--- src/rtl/gpio_lvl_pkg.sv ---
package gpio_lvl_pkg;
  typedef enum logic [2:0] {
    REG_FUNC  = 3'd0,
    REG_DIR   = 3'd1,
    REG_DATA  = 3'd2,
    REG_LVL   = 3'd3,
    REG_STAT  = 3'd4,
    REG_NMIEN = 3'd5
  } reg_idx_e;
  localparam int ADDR_W = 5;
endpackage

--- src/rtl/gpio_sync.sv ---
module gpio_sync #(
  parameter int W = 32
) (
  input  logic         clk,
  input  logic         rst_n,
  input  logic [W-1:0] d,
  output logic [W-1:0] q
);
  for (genvar i = 0; i < W; i++) begin : g_bit
    logic meta_q, out_q;
    always_ff @(posedge clk or negedge rst_n) begin
      if (!rst_n) begin
        meta_q <= 1'b0;
        out_q  <= 1'b0;
      end else begin
        meta_q <= d[i];
        out_q  <= meta_q;
      end
    end
    assign q[i] = out_q;
  end
endmodule

--- src/rtl/gpio_regs.sv ---
module gpio_regs
  import gpio_lvl_pkg::*;
#(
  parameter int NPINS = 32
) (
  input  logic              clk,
  input  logic              rst_n,
  input  logic              req_valid,
  output logic              req_ready,
  input  logic              req_write,
  input  logic [ADDR_W-1:0] req_addr,
  input  logic [NPINS-1:0]  req_wdata,
  output logic              rsp_valid,
  input  logic              rsp_ready,
  output logic [NPINS-1:0]  rsp_data,
  input  logic [NPINS-1:0]  pin_sync,
  input  logic [NPINS-1:0]  stat_q,
  output logic [NPINS-1:0]  func_q,
  output logic [NPINS-1:0]  dir_q,
  output logic [NPINS-1:0]  drv_q,
  output logic [NPINS-1:0]  lvl_q,
  output logic [NPINS-1:0]  nmien_q,
  output logic              clr_en,
  output logic [NPINS-1:0]  clr_keep
);
  logic       take;
  logic       wr;
  reg_idx_e   idx;
  logic [NPINS-1:0] rd_word;

  assign req_ready = !rsp_valid;
  assign take      = req_valid && req_ready;
  assign wr        = take && req_write;
  assign idx       = reg_idx_e'(req_addr[ADDR_W-1:2]);
  assign clr_en    = wr && (idx == REG_STAT);
  assign clr_keep  = req_wdata;

  always_comb begin
    case (idx)
      REG_FUNC:  rd_word = func_q;
      REG_DIR:   rd_word = dir_q;
      REG_DATA:  rd_word = pin_sync;
      REG_LVL:   rd_word = lvl_q;
      REG_STAT:  rd_word = stat_q;
      REG_NMIEN: rd_word = nmien_q;
      default:   rd_word = '0;
    endcase
  end

  always_ff @(posedge clk or negedge rst_n) begin
    if (!rst_n) begin
      func_q  <= '0;
      dir_q   <= '0;
      drv_q   <= '0;
      lvl_q   <= '1;
      nmien_q <= '0;
    end else if (wr) begin
      case (idx)
        REG_FUNC:  func_q  <= req_wdata;
        REG_DIR:   dir_q   <= req_wdata;
        REG_DATA:  drv_q   <= req_wdata;
        REG_LVL:   lvl_q   <= req_wdata;
        REG_NMIEN: nmien_q <= req_wdata;
        default:   ;
      endcase
    end
  end

  always_ff @(posedge clk or negedge rst_n) begin
    if (!rst_n) begin
      rsp_valid <= 1'b0;
      rsp_data  <= '0;
    end else if (take && !req_write) begin
      rsp_valid <= 1'b1;
      rsp_data  <= rd_word;
    end else if (rsp_ready) begin
      rsp_valid <= 1'b0;
    end
  end
endmodule

--- src/rtl/gpio_irq.sv ---
module gpio_irq #(
  parameter int NPINS = 32
) (
  input  logic             clk,
  input  logic             rst_n,
  input  logic [NPINS-1:0] pin_sync,
  input  logic [NPINS-1:0] lvl_q,
  input  logic [NPINS-1:0] func_q,
  input  logic [NPINS-1:0] nmien_q,
  input  logic             clr_en,
  input  logic [NPINS-1:0] clr_keep,
  output logic [NPINS-1:0] stat_q,
  output logic             irq,
  output logic             nmi
);
  logic [NPINS-1:0] hit;
  logic [NPINS-1:0] kept;

  assign hit  = ~(pin_sync ^ lvl_q);
  assign kept = clr_en ? (stat_q & clr_keep) : stat_q;

  always_ff @(posedge clk or negedge rst_n) begin
    if (!rst_n) stat_q <= '0;
    else        stat_q <= kept | hit;
  end

  assign nmi = |(stat_q & nmien_q);
  assign irq = |(stat_q & ~nmien_q & ~func_q);
endmodule

--- src/rtl/gpio_lvl_ctrl.sv ---
module gpio_lvl_ctrl
  import gpio_lvl_pkg::*;
#(
  parameter int NPINS = 32
) (
  input  logic              clk,
  input  logic              rst_n,
  input  logic              req_valid_i,
  output logic              req_ready_o,
  input  logic              req_write_i,
  input  logic [ADDR_W-1:0] req_addr_i,
  input  logic [NPINS-1:0]  req_wdata_i,
  output logic              rsp_valid_o,
  input  logic              rsp_ready_i,
  output logic [NPINS-1:0]  rsp_data_o,
  input  logic [NPINS-1:0]  pad_in_i,
  output logic [NPINS-1:0]  pad_out_o,
  output logic [NPINS-1:0]  pad_oe_o,
  output logic [NPINS-1:0]  alt_sel_o,
  output logic              irq_o,
  output logic              nmi_o
);
  logic [NPINS-1:0] pin_sync, stat_q, func_q, dir_q, drv_q, lvl_q, nmien_q, clr_keep;
  logic             clr_en;

  gpio_sync #(.W(NPINS)) sync_i (
    .clk(clk), .rst_n(rst_n), .d(pad_in_i), .q(pin_sync)
  );

  gpio_regs #(.NPINS(NPINS)) regs_i (
    .clk(clk), .rst_n(rst_n),
    .req_valid(req_valid_i), .req_ready(req_ready_o), .req_write(req_write_i),
    .req_addr(req_addr_i), .req_wdata(req_wdata_i),
    .rsp_valid(rsp_valid_o), .rsp_ready(rsp_ready_i), .rsp_data(rsp_data_o),
    .pin_sync(pin_sync), .stat_q(stat_q),
    .func_q(func_q), .dir_q(dir_q), .drv_q(drv_q), .lvl_q(lvl_q), .nmien_q(nmien_q),
    .clr_en(clr_en), .clr_keep(clr_keep)
  );

  gpio_irq #(.NPINS(NPINS)) irq_i (
    .clk(clk), .rst_n(rst_n), .pin_sync(pin_sync), .lvl_q(lvl_q),
    .func_q(func_q), .nmien_q(nmien_q), .clr_en(clr_en), .clr_keep(clr_keep),
    .stat_q(stat_q), .irq(irq_o), .nmi(nmi_o)
  );

  assign pad_out_o = drv_q;
  assign pad_oe_o  = dir_q & ~func_q;
  assign alt_sel_o = func_q;
endmodule

--- config.mk ---
export PLATFORM = sky130hd
export DESIGN_NAME = gpio_lvl_ctrl
export DESIGN_NICKNAME = d
export VERILOG_FILES = /design/src/rtl/gpio_lvl_pkg.sv /design/src/rtl/gpio_sync.sv /design/src/rtl/gpio_regs.sv /design/src/rtl/gpio_irq.sv /design/src/rtl/gpio_lvl_ctrl.sv
export SDC_FILE = /design/constraint.sdc
export NUM_CORES = 1
export LEC_CHECK = 0
export ABC_AREA = 1
export BUFFER_PORTS_ARGS = -buffer_cell sky130_fd_sc_hd__buf_2
export CORE_ASPECT_RATIO = 1.1
export CORE_MARGIN = 2
export CORE_UTILIZATION = 57
export CTS_CLUSTER_SIZE = 28
export DETAILED_ROUTE_END_ITERATION = 10
export GPL_TIMING_DRIVEN = 0
export HOLD_SLACK_MARGIN = 0.12
export PLACE_DENSITY = 0.86
export SYNTH_ARGS = -nofsm -noshare
export SYNTH_HDL_FRONTEND = slang
export SYNTH_SLANG_ARGS = --single-unit
export TNS_END_PERCENT = 20
--- constraint.sdc ---
create_clock -name clk -period 1.8 [get_ports clk]
set_input_delay 0.36 -clock clk [delete_from_list [all_inputs] [get_ports clk]]
set_output_delay 0.36 -clock clk [all_outputs]
set_load 0.02 [all_outputs]
==> impl_results.md, run 1 <==
- Hold Path Depth: 3
- Vias per cell: 5.875
- CTS Sinks: 289
- Max Freq: 458.6 MHz
- Mux cell area share after synthesis: 0%
- Clock power frac: 31.4%
- Adder-cell area share of the yosys netlist: 0%
- Initial Util: 57.71%
- Xor/xnor cell area share of the yosys netlist: 1.248%
- Ys async rst share: 100.0%
- EDFF count, synth: 0
- First-pass GRT wire length: 67360 um
- Num CTS Buffers: 29
- Crit-path max cell delay: 0.40 ns
- H-tree depth: 1
- CP delay by family, top: simple AND/OR/NAND/NOR gates
- Clock Skew: 0.01093 ns
- Final Hold Fails: 0
- Syn Area/Cell: 8.636 um^2
- P per Cell Area: 1220 nW/um^2
- Largest net degree at the start of global routing: 130
- Leakage: 0.007930 uW
- Period Utilization, post-route: 121.1%
- CP bufs+invs: 2
- Core ar.: 21890 um^2
- Port Buffer Count: 201
- Fin util: 73.79%
- Compound-Gate Fraction of Synth Area: 13.33%
- Setup crit end kind: output pin
- Violated checks: negative setup slack
- Die Width: 146.0 um
- Max cap viols: 0
- Minimum clock period: 2.180 ns
- Most frequent CP cell: nand2_1
- Share of the synthesized area in the top cell type: 50.90%
- CTS root buf: clkbuf_16
- Setup slack, reg-to-reg: -0.13 ns
- CP Depth: 8
- Count leader, synth: o21ai_0
- Vias in the first global route: 12380
- Dpl hpwl: 27610 um
- GRT overflow: 0
- Drt drc: 0
- Comb pwr share: 24.8%
- CTS tree: built
- TritonRoute pass-1 iters: 6
- Die Height: 160.2 um
- Post-Route WL: 44320 um
- Nets@finish: 1865
- Final Total Pwr: 19720 uW
- Share of layout cells above drive strength 1: 23.44%
- Critical Path RT: 1.44 ns
- Min-Delay Path Class: in2reg
- Netlist Area Pre-Place: 12630 um^2
- Drt initial violations: 1456
- Worst path cell trace: inv_1 > nand3b_1 > nand2_1 > nor2_1 > nand2_1 > nor2_4 > nand2_2 > buf_6
- Startpoint Class: flop
- Switching Fraction: 33.26%
- Routed WL per cell: 20.99 um
- Critical path class: reg2out
- All-Layer GR Usage: 37.07%
- Die area: 23370 um^2
- Synth top cells by count: 276 x o21ai_0, 257 x dfrtp_1, 257 x nand2_1, 170 x inv_1, 170 x nor2_1
- Internal power: 13160 uW
- Largest family of logic cells by synthesized area: simple AND/OR/NAND/NOR gates
- Critical path data arrival time: 1.82 ns
- Flop pwr share: 43.8%
- Final setup vio count: 23
- Setup WS post-layout: -0.3804 ns
- Io pins: 206
- RSZ-0062 raised after global routing: true
- CP Max Fanout: 3
- FP Rows: 57
- Post-synthesis register bit count: 289
- Via count: 12400
- GPL Wtd Cong: 0.9693
- Worst-Margin Slew: 0.9022 ns
- Ranking of synthesized cells by area: dfrtp_1 51%, o21ai_0 11%, nand2_1 7.6%
- Outcome: finished with violations
- Yosys warning count: 0
- NetSw: 6559 uW
- Max VDD drop: 0.8324 mV
- Dominant synthesized flop cell: dfrtp_1
- Sequential area share after synthesis: 57.56%
- Mapped Cells: 1463
- Initial antenna violation count: 2
- Reg clk slew, reported paths: 0.06 ns
- Reg2Reg Depth: 6
- Syn nets: 1537
- Slew Viols, Final: 0
- Synth area leader: dfrtp_1
- Max Buffers Root-to-Sink: 3
- Simple-Gate Fraction of Synth Area: 20.59%
- Final ANT Viol Nets: 0
- Area grow syn2layout: 27.87%
- Slowest cell on crit path: dfrtp_1
- Skew-Pair Late Insertion Delay: 0.55 ns
- Synth cell types: 22
- Relative slew slack: 39.85%
[cells by family after synthesis]
| logic type | count (synthesis) |
|---|---|
| AO/OA/AOI/OAI | 325 |
| XOR/XNOR | 18 |
| buffers and inverters | 241 |
| AND/OR/NAND/NOR | 590 |
| flip-flops | 289 |
[registers in the layout, summed over array words and instances (netlist names)]
register / flops
irq_i.stat_q: 32
regs_i.dir_q: 32
regs_i.drv_q: 32
regs_i.func_q: 32
regs_i.lvl_q: 32
regs_i.nmien_q: 32
regs_i.rsp_data: 32
regs_i.rsp_valid: 1
sync_i.g_bit.meta_q: 32
sync_i.g_bit.out_q: 32
[per-stage QoR]
| stage | setup TNS (ns) | instances | hold slack, ns | instance area (um^2) | worst slack, ns |
|---|---|---|---|---|---|
| after floorplan | 0 | 1463 | 0.06441 | 12630 | 0.1818 |
| after global placement | -1376.54 | 1959 | 0.3321 | 14010 | -4.776 |
| after detailed placement | -69.25 | 1961 | 0.3220 | 14070 | -0.7116 |
| after CTS | -0.7552 | 2103 | 0.1493 | 16000 | -0.3018 |
| after global routing | -10.90 | 2109 | 0.1446 | 16150 | -0.4252 |
| final | -1.794 | 2111 | 0.1247 | 16160 | -0.3804 |
[final timing paths]
kind	start	endpoint
worst min-delay path	req_wdata_i[8]	irq_i.stat_q[8]
min in group asynchronous	rst_n	regs_i.drv_q[5]
worst max-delay path	regs_i.nmien_q[8]	irq_o
worst min register to register	sync_i.g_bit[17].meta_q	sync_i.g_bit[17].out_q
max in group asynchronous	rst_n	regs_i.func_q[18]
worst max register to register	regs_i.rsp_valid	irq_i.stat_q[20]
[timing repair]
| action | in CTS | in global routing |
|---|---|---|
| setup endpoints to repair | 225 | 212 |
| setup buffers | 24 | 6 |
| pin swaps | 18 | 11 |
| hold buffers | 65 | 0 |
| cloned | 0 | 0 |
| resized for setup | 46 | 87 |
| hold endpoints to repair | 123 | 0 |
[layout by cell type, fill, tap and decap left out, drive strengths merged]
cell	n
nor2	171
dlygate4sd3	65
buf	264
a21oi	14
o21ai	288
nand3	69
diode	3
nand2	257
or2	32
clkinv	5
nor3	2
dfstp	32
clkbuf	83
nand3b	21
nand4	38
inv	170
bufinv	3
clkinvlp	1
a21boi	23
xor2	18
dfrtp	257
[worst reg2reg max path: stages, from the launching register on]
cell and delay (ns):
dfrtp_1 0.47, nor3_4 0.28, buf_12 0.18, nand2_1 0.14, clkbuf_1 0.35, o21ai_0 0.29, nand2_1 0.09
[layout make-up]
type	instances	area, um^2
Antenna cell	3	7.507
Clock buffer	45	845.8
Timing Repair Buffer	298	1986
Clock inverter	8	117.6
Buffer	69	334.1
Sequential cell	289	7279
Inverter	171	641.9
Tap cell	295	369.1
Fill cell	1534	5739
Multi-Input combinational cell	933	4574
[layer usage]
layer  wire length, um  GRT usage (%)
met1             15540          45.89
met2             20990          60.48
met3              5247          9.343
met4              2546          19.34
met5                 0              0
[power by group through the flow]
stage          registers [uW]  clock network (uW)  logic [uW]
2_1_floorplan            9100                   0        2100
3_3_place_gp             8680                   0        4090
3_5_place_dp             8720                   0        4220
4_1_cts                  8560                6150        4680
5_1_grt                  8720                6450        5320
6_report                 8630                6200        4890
(Power assumes the default switching activity.)
==> inputs of run 2 (changes only) <==
Settings changed: BUFFER_PORTS_ARGS -buffer_cell sky130_fd_sc_hd__buf_2 to -buffer_cell sky130_fd_sc_hd__buf_4, RECOVER_POWER set to 50.
==> impl_results.md, run 2 (same netlist as run 1, synthesis figures left out) <==
- Outcome: finished with violations
- Violated checks: negative setup slack
- Max cap viols: 0
- Nets@finish: 1856
- Setup slack, reg-to-reg: -0.21 ns
- Via count: 12250
- Vias in the first global route: 12470
- Setup crit end kind: output pin
- Dpl hpwl: 28450 um
- Routed WL per cell: 21.15 um
- Leakage: 0.007945 uW
- Max Buffers Root-to-Sink: 3
- RSZ-0062 raised after global routing: true
- Reg clk slew, reported paths: 0.07 ns
- Final ANT Viol Nets: 0
- Drt drc: 0
- Area grow syn2layout: 30.09%
- Worst r2r src: regs_i.rsp_valid
- Initial antenna violation count: 2
- Slew Viols, Final: 0
- Period Utilization, post-route: 124.4%
- Hold EP: regs_i.lvl_q[11]
- Clock Skew: 0.01148 ns
- Reg2Reg Depth: 6
- Drt initial violations: 1374
- Fin util: 75.07%
- Core ar.: 21890 um^2
- Worst-Margin Slew: 1.005 ns
- First-pass GRT wire length: 68060 um
- GRT overflow: 0
- Critical path class: reg2out
- Port Buffer Count: 201
- All-Layer GR Usage: 37.65%
- Commonest non-fill, non-tap cell in the layout: o21ai_0
- GPL Wtd Cong: 0.9951
- Die area: 23370 um^2
- CTS tree: built
- Post-Route WL: 44410 um
- P per Cell Area: 1205 nW/um^2
- Die Height: 160.2 um
- CTS Sinks: 289
- Critical Path RT: 1.44 ns
- Relative slew slack: 33.00%
- CTS root buf: clkbuf_16
- Share of layout cells above drive strength 1: 21.96%
- Largest net degree at the start of global routing: 116
- Skew-Pair Late Insertion Delay: 0.56 ns
- Num CTS Buffers: 28
- Minimum clock period: 2.240 ns
- Pre-CTS setup slack: -0.6750 ns
- Max VDD drop: 0.8475 mV
- Filler cell count: 1538
- Hold_sp: req_wdata_i[11]
- CP Max Fanout: 3
- Startpoint Class: flop
- Hold Path Depth: 3
- Vias per cell: 5.833
- Critical path data arrival time: 1.88 ns
- TritonRoute pass-1 iters: 9
- Die Width: 146.0 um
- Min-Delay Path Class: in2reg
- Setup TNS: -12.97 ns
- Final Hold Fails: 0
- Max Freq: 446.5 MHz
- Initial Util: 57.71%
- FP Rows: 57
- End of the worst register-to-register path: irq_i.stat_q[26]
- Setup WS post-layout: -0.4396 ns
- Final setup vio count: 166
- Most frequent cells in the layout: 272 x o21ai_0, 254 x nand2_1, 247 x dfrtp_1, 178 x buf_4, 169 x inv_1
- Io pins: 206
- Final hold slack: 0.1448 ns
- H-tree depth: 1
-- run 2: cell count changes in the layout (fill, tap and decap cells not counted), moves of 3 or more --
cell      change
buf_2       -199
buf_4       +142
buf_6         +3
clkbuf_1     +10
clkbuf_4     +35
clkbuf_8      -3
clkinv_2      +4
dfrtp_1       -4
dfrtp_2       +4
nand2_1       +7
nand2_2       -7
nor2_1        +5
nor2_2        -4
-- run 2: where the power goes --
group | switching [uW] | total, uW | internal (uW)
clock | 2560 | 6060 | 3500
sequential | 948 | 8680 | 7730
combinational | 3000 | 5060 | 2060
-- run 2: layer usage --
metal | routed length, um | up-vias | part of all wire, % | track usage (%)
met5 | 12 | - | 0.027 | 0
met4 | 2404 | 2 | 5.4 | 19.43
met3 | 4993 | 191 | 11 | 7.429
met2 | 21090 | 841 | 47 | 61.69
met1 | 15910 | 5872 | 36 | 47.85
li1 | - | 5343 | - | -
-- run 2: timing repair --
| action | 4_1_cts | 5_1_grt |
|---|---|---|
| setup endpoints to repair | 225 | 204 |
| resized for setup | 49 | 61 |
| pin swaps | 13 | 4 |
| buffers inserted | 13 | 8 |
| hold endpoints to repair | 125 | 0 |
| hold buffers | 65 | 0 |
-- run 2: metrics by stage --
step           std cells  power, uW  instance area (um^2)
2_1_floorplan       1463      11200                 12630
4_1_cts             2090      19620                 16370
5_1_grt             2099      20580                 16430
6_report            2100      19800                 16440
3_5_place_dp        1961      13420                 14580
3_3_place_gp        1959      13230                 14510
-- run 2: worst max path at each step --
stage | from | to | depth (start not counted)
finish | irq_i.stat_q[1] | nmi_o | 7
CTS | irq_i.stat_q[3] | irq_o | 7
detailed placement | req_write_i | regs_i.rsp_data[6] | 6
floorplan | regs_i.rsp_valid | regs_i.rsp_data[10] | 5
global route | irq_i.stat_q[10] | nmi_o | 7
global placement | rst_n | sync_i.g_bit[29].meta_q | 1
-- run 2: worst max-delay path, cell delays in order, from the launching register on --
cell	delay [ns]
dfrtp_1	0.40
nand2_1	0.09
nand2_1	0.08
nor2_2	0.17
nand3_2	0.16
nor2_1	0.14
nand2_1	0.13
buf_6	0.16
-- run 2: cell type report --
type                    instances  area [um^2]  area share, %
diodes                          2        5.005        0.03045
plain buffers                  70        350.3          2.131
clock buffers                  40        797.0          4.849
clock inverters                11        130.1         0.7917
inverters                     171        641.9          3.905
multi-input cells             933         4508          27.43
flip-flops and latches        289         7284          44.32
well taps                     295        369.1          2.246
repair buffers                289         2351          14.30
==> inputs of run 3 (changes only) <==
Settings changed: MAX_ROUTING_LAYER set to met4.
==> impl_results.md, run 3 (same netlist as run 1, synthesis figures left out) <==
- Outcome: finished with violations
- Violated checks: negative setup slack
- H-tree depth: 1
- Share of layout cells above drive strength 1: 20.52%
- Io pins: 206
- Vias per cell: 5.883
- Inst Count DP: 1961
- Most frequent CP cell: nand2_2
- Drt initial violations: 1588
- Crit-path max cell delay: 0.42 ns
- CP Max Fanout: 4
- Initial antenna violation count: 2
- Vias in the first global route: 12360
- Largest net degree at the start of global routing: 127
- Max Buffers Root-to-Sink: 3
- Critical path class: reg2out
- Setup TNS: -3.127 ns
- GPL Wtd Cong: 0.9830
- Final ANT Viol Nets: 0
- Relative slew slack: 33.39%
- Min-Delay Path Class: in2reg
- Final setup vio count: 69
- Critical path data arrival time: 1.78 ns
- Final Instance Count excl. Fillers: 2111
- Worst-Margin Slew: 0.9991 ns
- Nets@finish: 1865
- Setup crit end kind: output pin
- Final Hold Fails: 0
- CP bufs+invs: 1
- Drt drc: 0
- Routed WL per cell: 21.14 um
- Pre-CTS setup slack: -0.7022 ns
- First-pass GRT wire length: 67960 um
- Slowest cell on crit path: dfrtp_1
- Dpl hpwl: 28460 um
- Die area: 23370 um^2
- Max Freq: 467.3 MHz
- Reg clk slew, reported paths: 0.06 ns
- Max VDD drop: 0.9897 mV
- Initial Util: 57.71%
- Skew-Pair Late Insertion Delay: 0.55 ns
- P per Cell Area: 1204 nW/um^2
- Slew Viols, Final: 0
- Most frequent cells in the layout: 274 x o21ai_0, 248 x nand2_1, 245 x dfrtp_1, 169 x inv_1, 164 x nor2_1
- RSZ-0062 raised after global routing: true
- Via count: 12420
- TritonRoute pass-1 iters: 6
- All-Layer GR Usage: 38.84%
- CTS root buf: clkbuf_16
- CTS tree: built
- Leakage: 0.007813 uW
- Period Utilization, post-route: 118.9%
- Commonest non-fill, non-tap cell in the layout: o21ai_0
- Die Width: 146.0 um
- Max cap viols: 0
- Startpoint Class: flop
- Port Buffer Count: 201
- Setup WS post-layout: -0.3401 ns
- Clock Skew: 0.01565 ns
- Die Height: 160.2 um
- Core ar.: 21890 um^2
- Worst path cell trace: nand2_1 > nand2_2 > a21oi_2 > nand3b_1 > nor2_1 > nand2_2 > buf_6
- CP delay by family, top: simple AND/OR/NAND/NOR gates
- Minimum clock period: 2.140 ns
- Critical Path RT: 1.44 ns
- Area grow syn2layout: 30.04%
- FP Rows: 57
- Post-Route WL: 44620 um
- GRT overflow: 0
- CTS Sinks: 289
- Num CTS Buffers: 29
- Final hold slack: 0.1251 ns
[run 3: changes by cell type in the layout (fill, tap and decap cells not counted), sizes merged]
cell         before  now
diode             2    3
inv             170  171
clkinvlp          0    1
dlygate4sd3      65   64
bufinv            3    1
clkinv            9    3
buf             209  165
clkbuf          125  186
[run 3: stage by stage]
stage / utilization, % / instance area, um^2 / power [uW]
floorplan: - / 12630 / 11200
global placement: 66.28 / 14510 / 13230
detailed placement: 66.57 / 14580 / 13410
CTS: 75.31 / 16490 / 19770
global route: 75.03 / 16430 / 20600
finish: 75.04 / 16430 / 19780
[run 3: where the power goes]
group / switching, uW / total (uW) / internal [uW] / leakage (uW)
sequential: 890 / 8620 / 7730 / 0.00337
clock: 2550 / 6070 / 3530 / 0.000472
combinational: 3150 / 5080 / 1940 / 0.00397
[run 3: routing by layer]
| metal | vias up | track usage, % | part of all wire (%) |
|---|---|---|---|
| met3 | 222 | 6.743 | 12 |
| met4 | 0 | 19.56 | 6.1 |
| li1 | 5374 | - | - |
| met2 | 967 | 61.47 | 47 |
| met5 | - | - | 0 |
| met1 | 5856 | 48.56 | 35 |
[run 3: final timing paths]
path                                        start                    end  slack (ns)  cells past startpoint
max                              irq_i.stat_q[11]                  nmi_o       -0.34                      7
min                                req_wdata_i[8]        irq_i.stat_q[8]        0.13                      3
max reg2reg                      regs_i.rsp_valid       irq_i.stat_q[17]       -0.14                      5
min reg2reg                sync_i.g_bit[8].meta_q  sync_i.g_bit[8].out_q        0.35                      0
max in group asynchronous                   rst_n      regs_i.func_q[23]        0.09                      3
min in group asynchronous                   rst_n       regs_i.dir_q[10]        0.54                      2
[run 3: layout make-up]
type / count / area (um^2)
inverters: 171 / 645.6
clock buffers: 48 / 897.1
diodes: 3 / 7.507
well taps: 295 / 369.1
plain buffers: 70 / 370.4
fillers: 1563 / 5465
repair buffers: 297 / 2215
multi-input cells: 933 / 4582
clock inverters: 5 / 56.30
flip-flops and latches: 289 / 7287
[run 3: worst register-to-register path, delay by kind of cell (launching register included)]
| family | cells | cell delay [ns] |
|---|---|---|
| buf+inv | 1 | 0.31 |
| compound gates | 2 | 0.39 |
| flops | 1 | 0.45 |
| simple gates | 2 | 0.65 |
[run 3: repair_timing]
action / CTS / global route
endpoints found under the setup margin: 225 / 189
pin swaps: 13 / 22
resized for setup: 73 / 58
setup buffers: 20 / 10
hold buffers: 64 / 0
endpoints found under the hold margin: 124 / 0
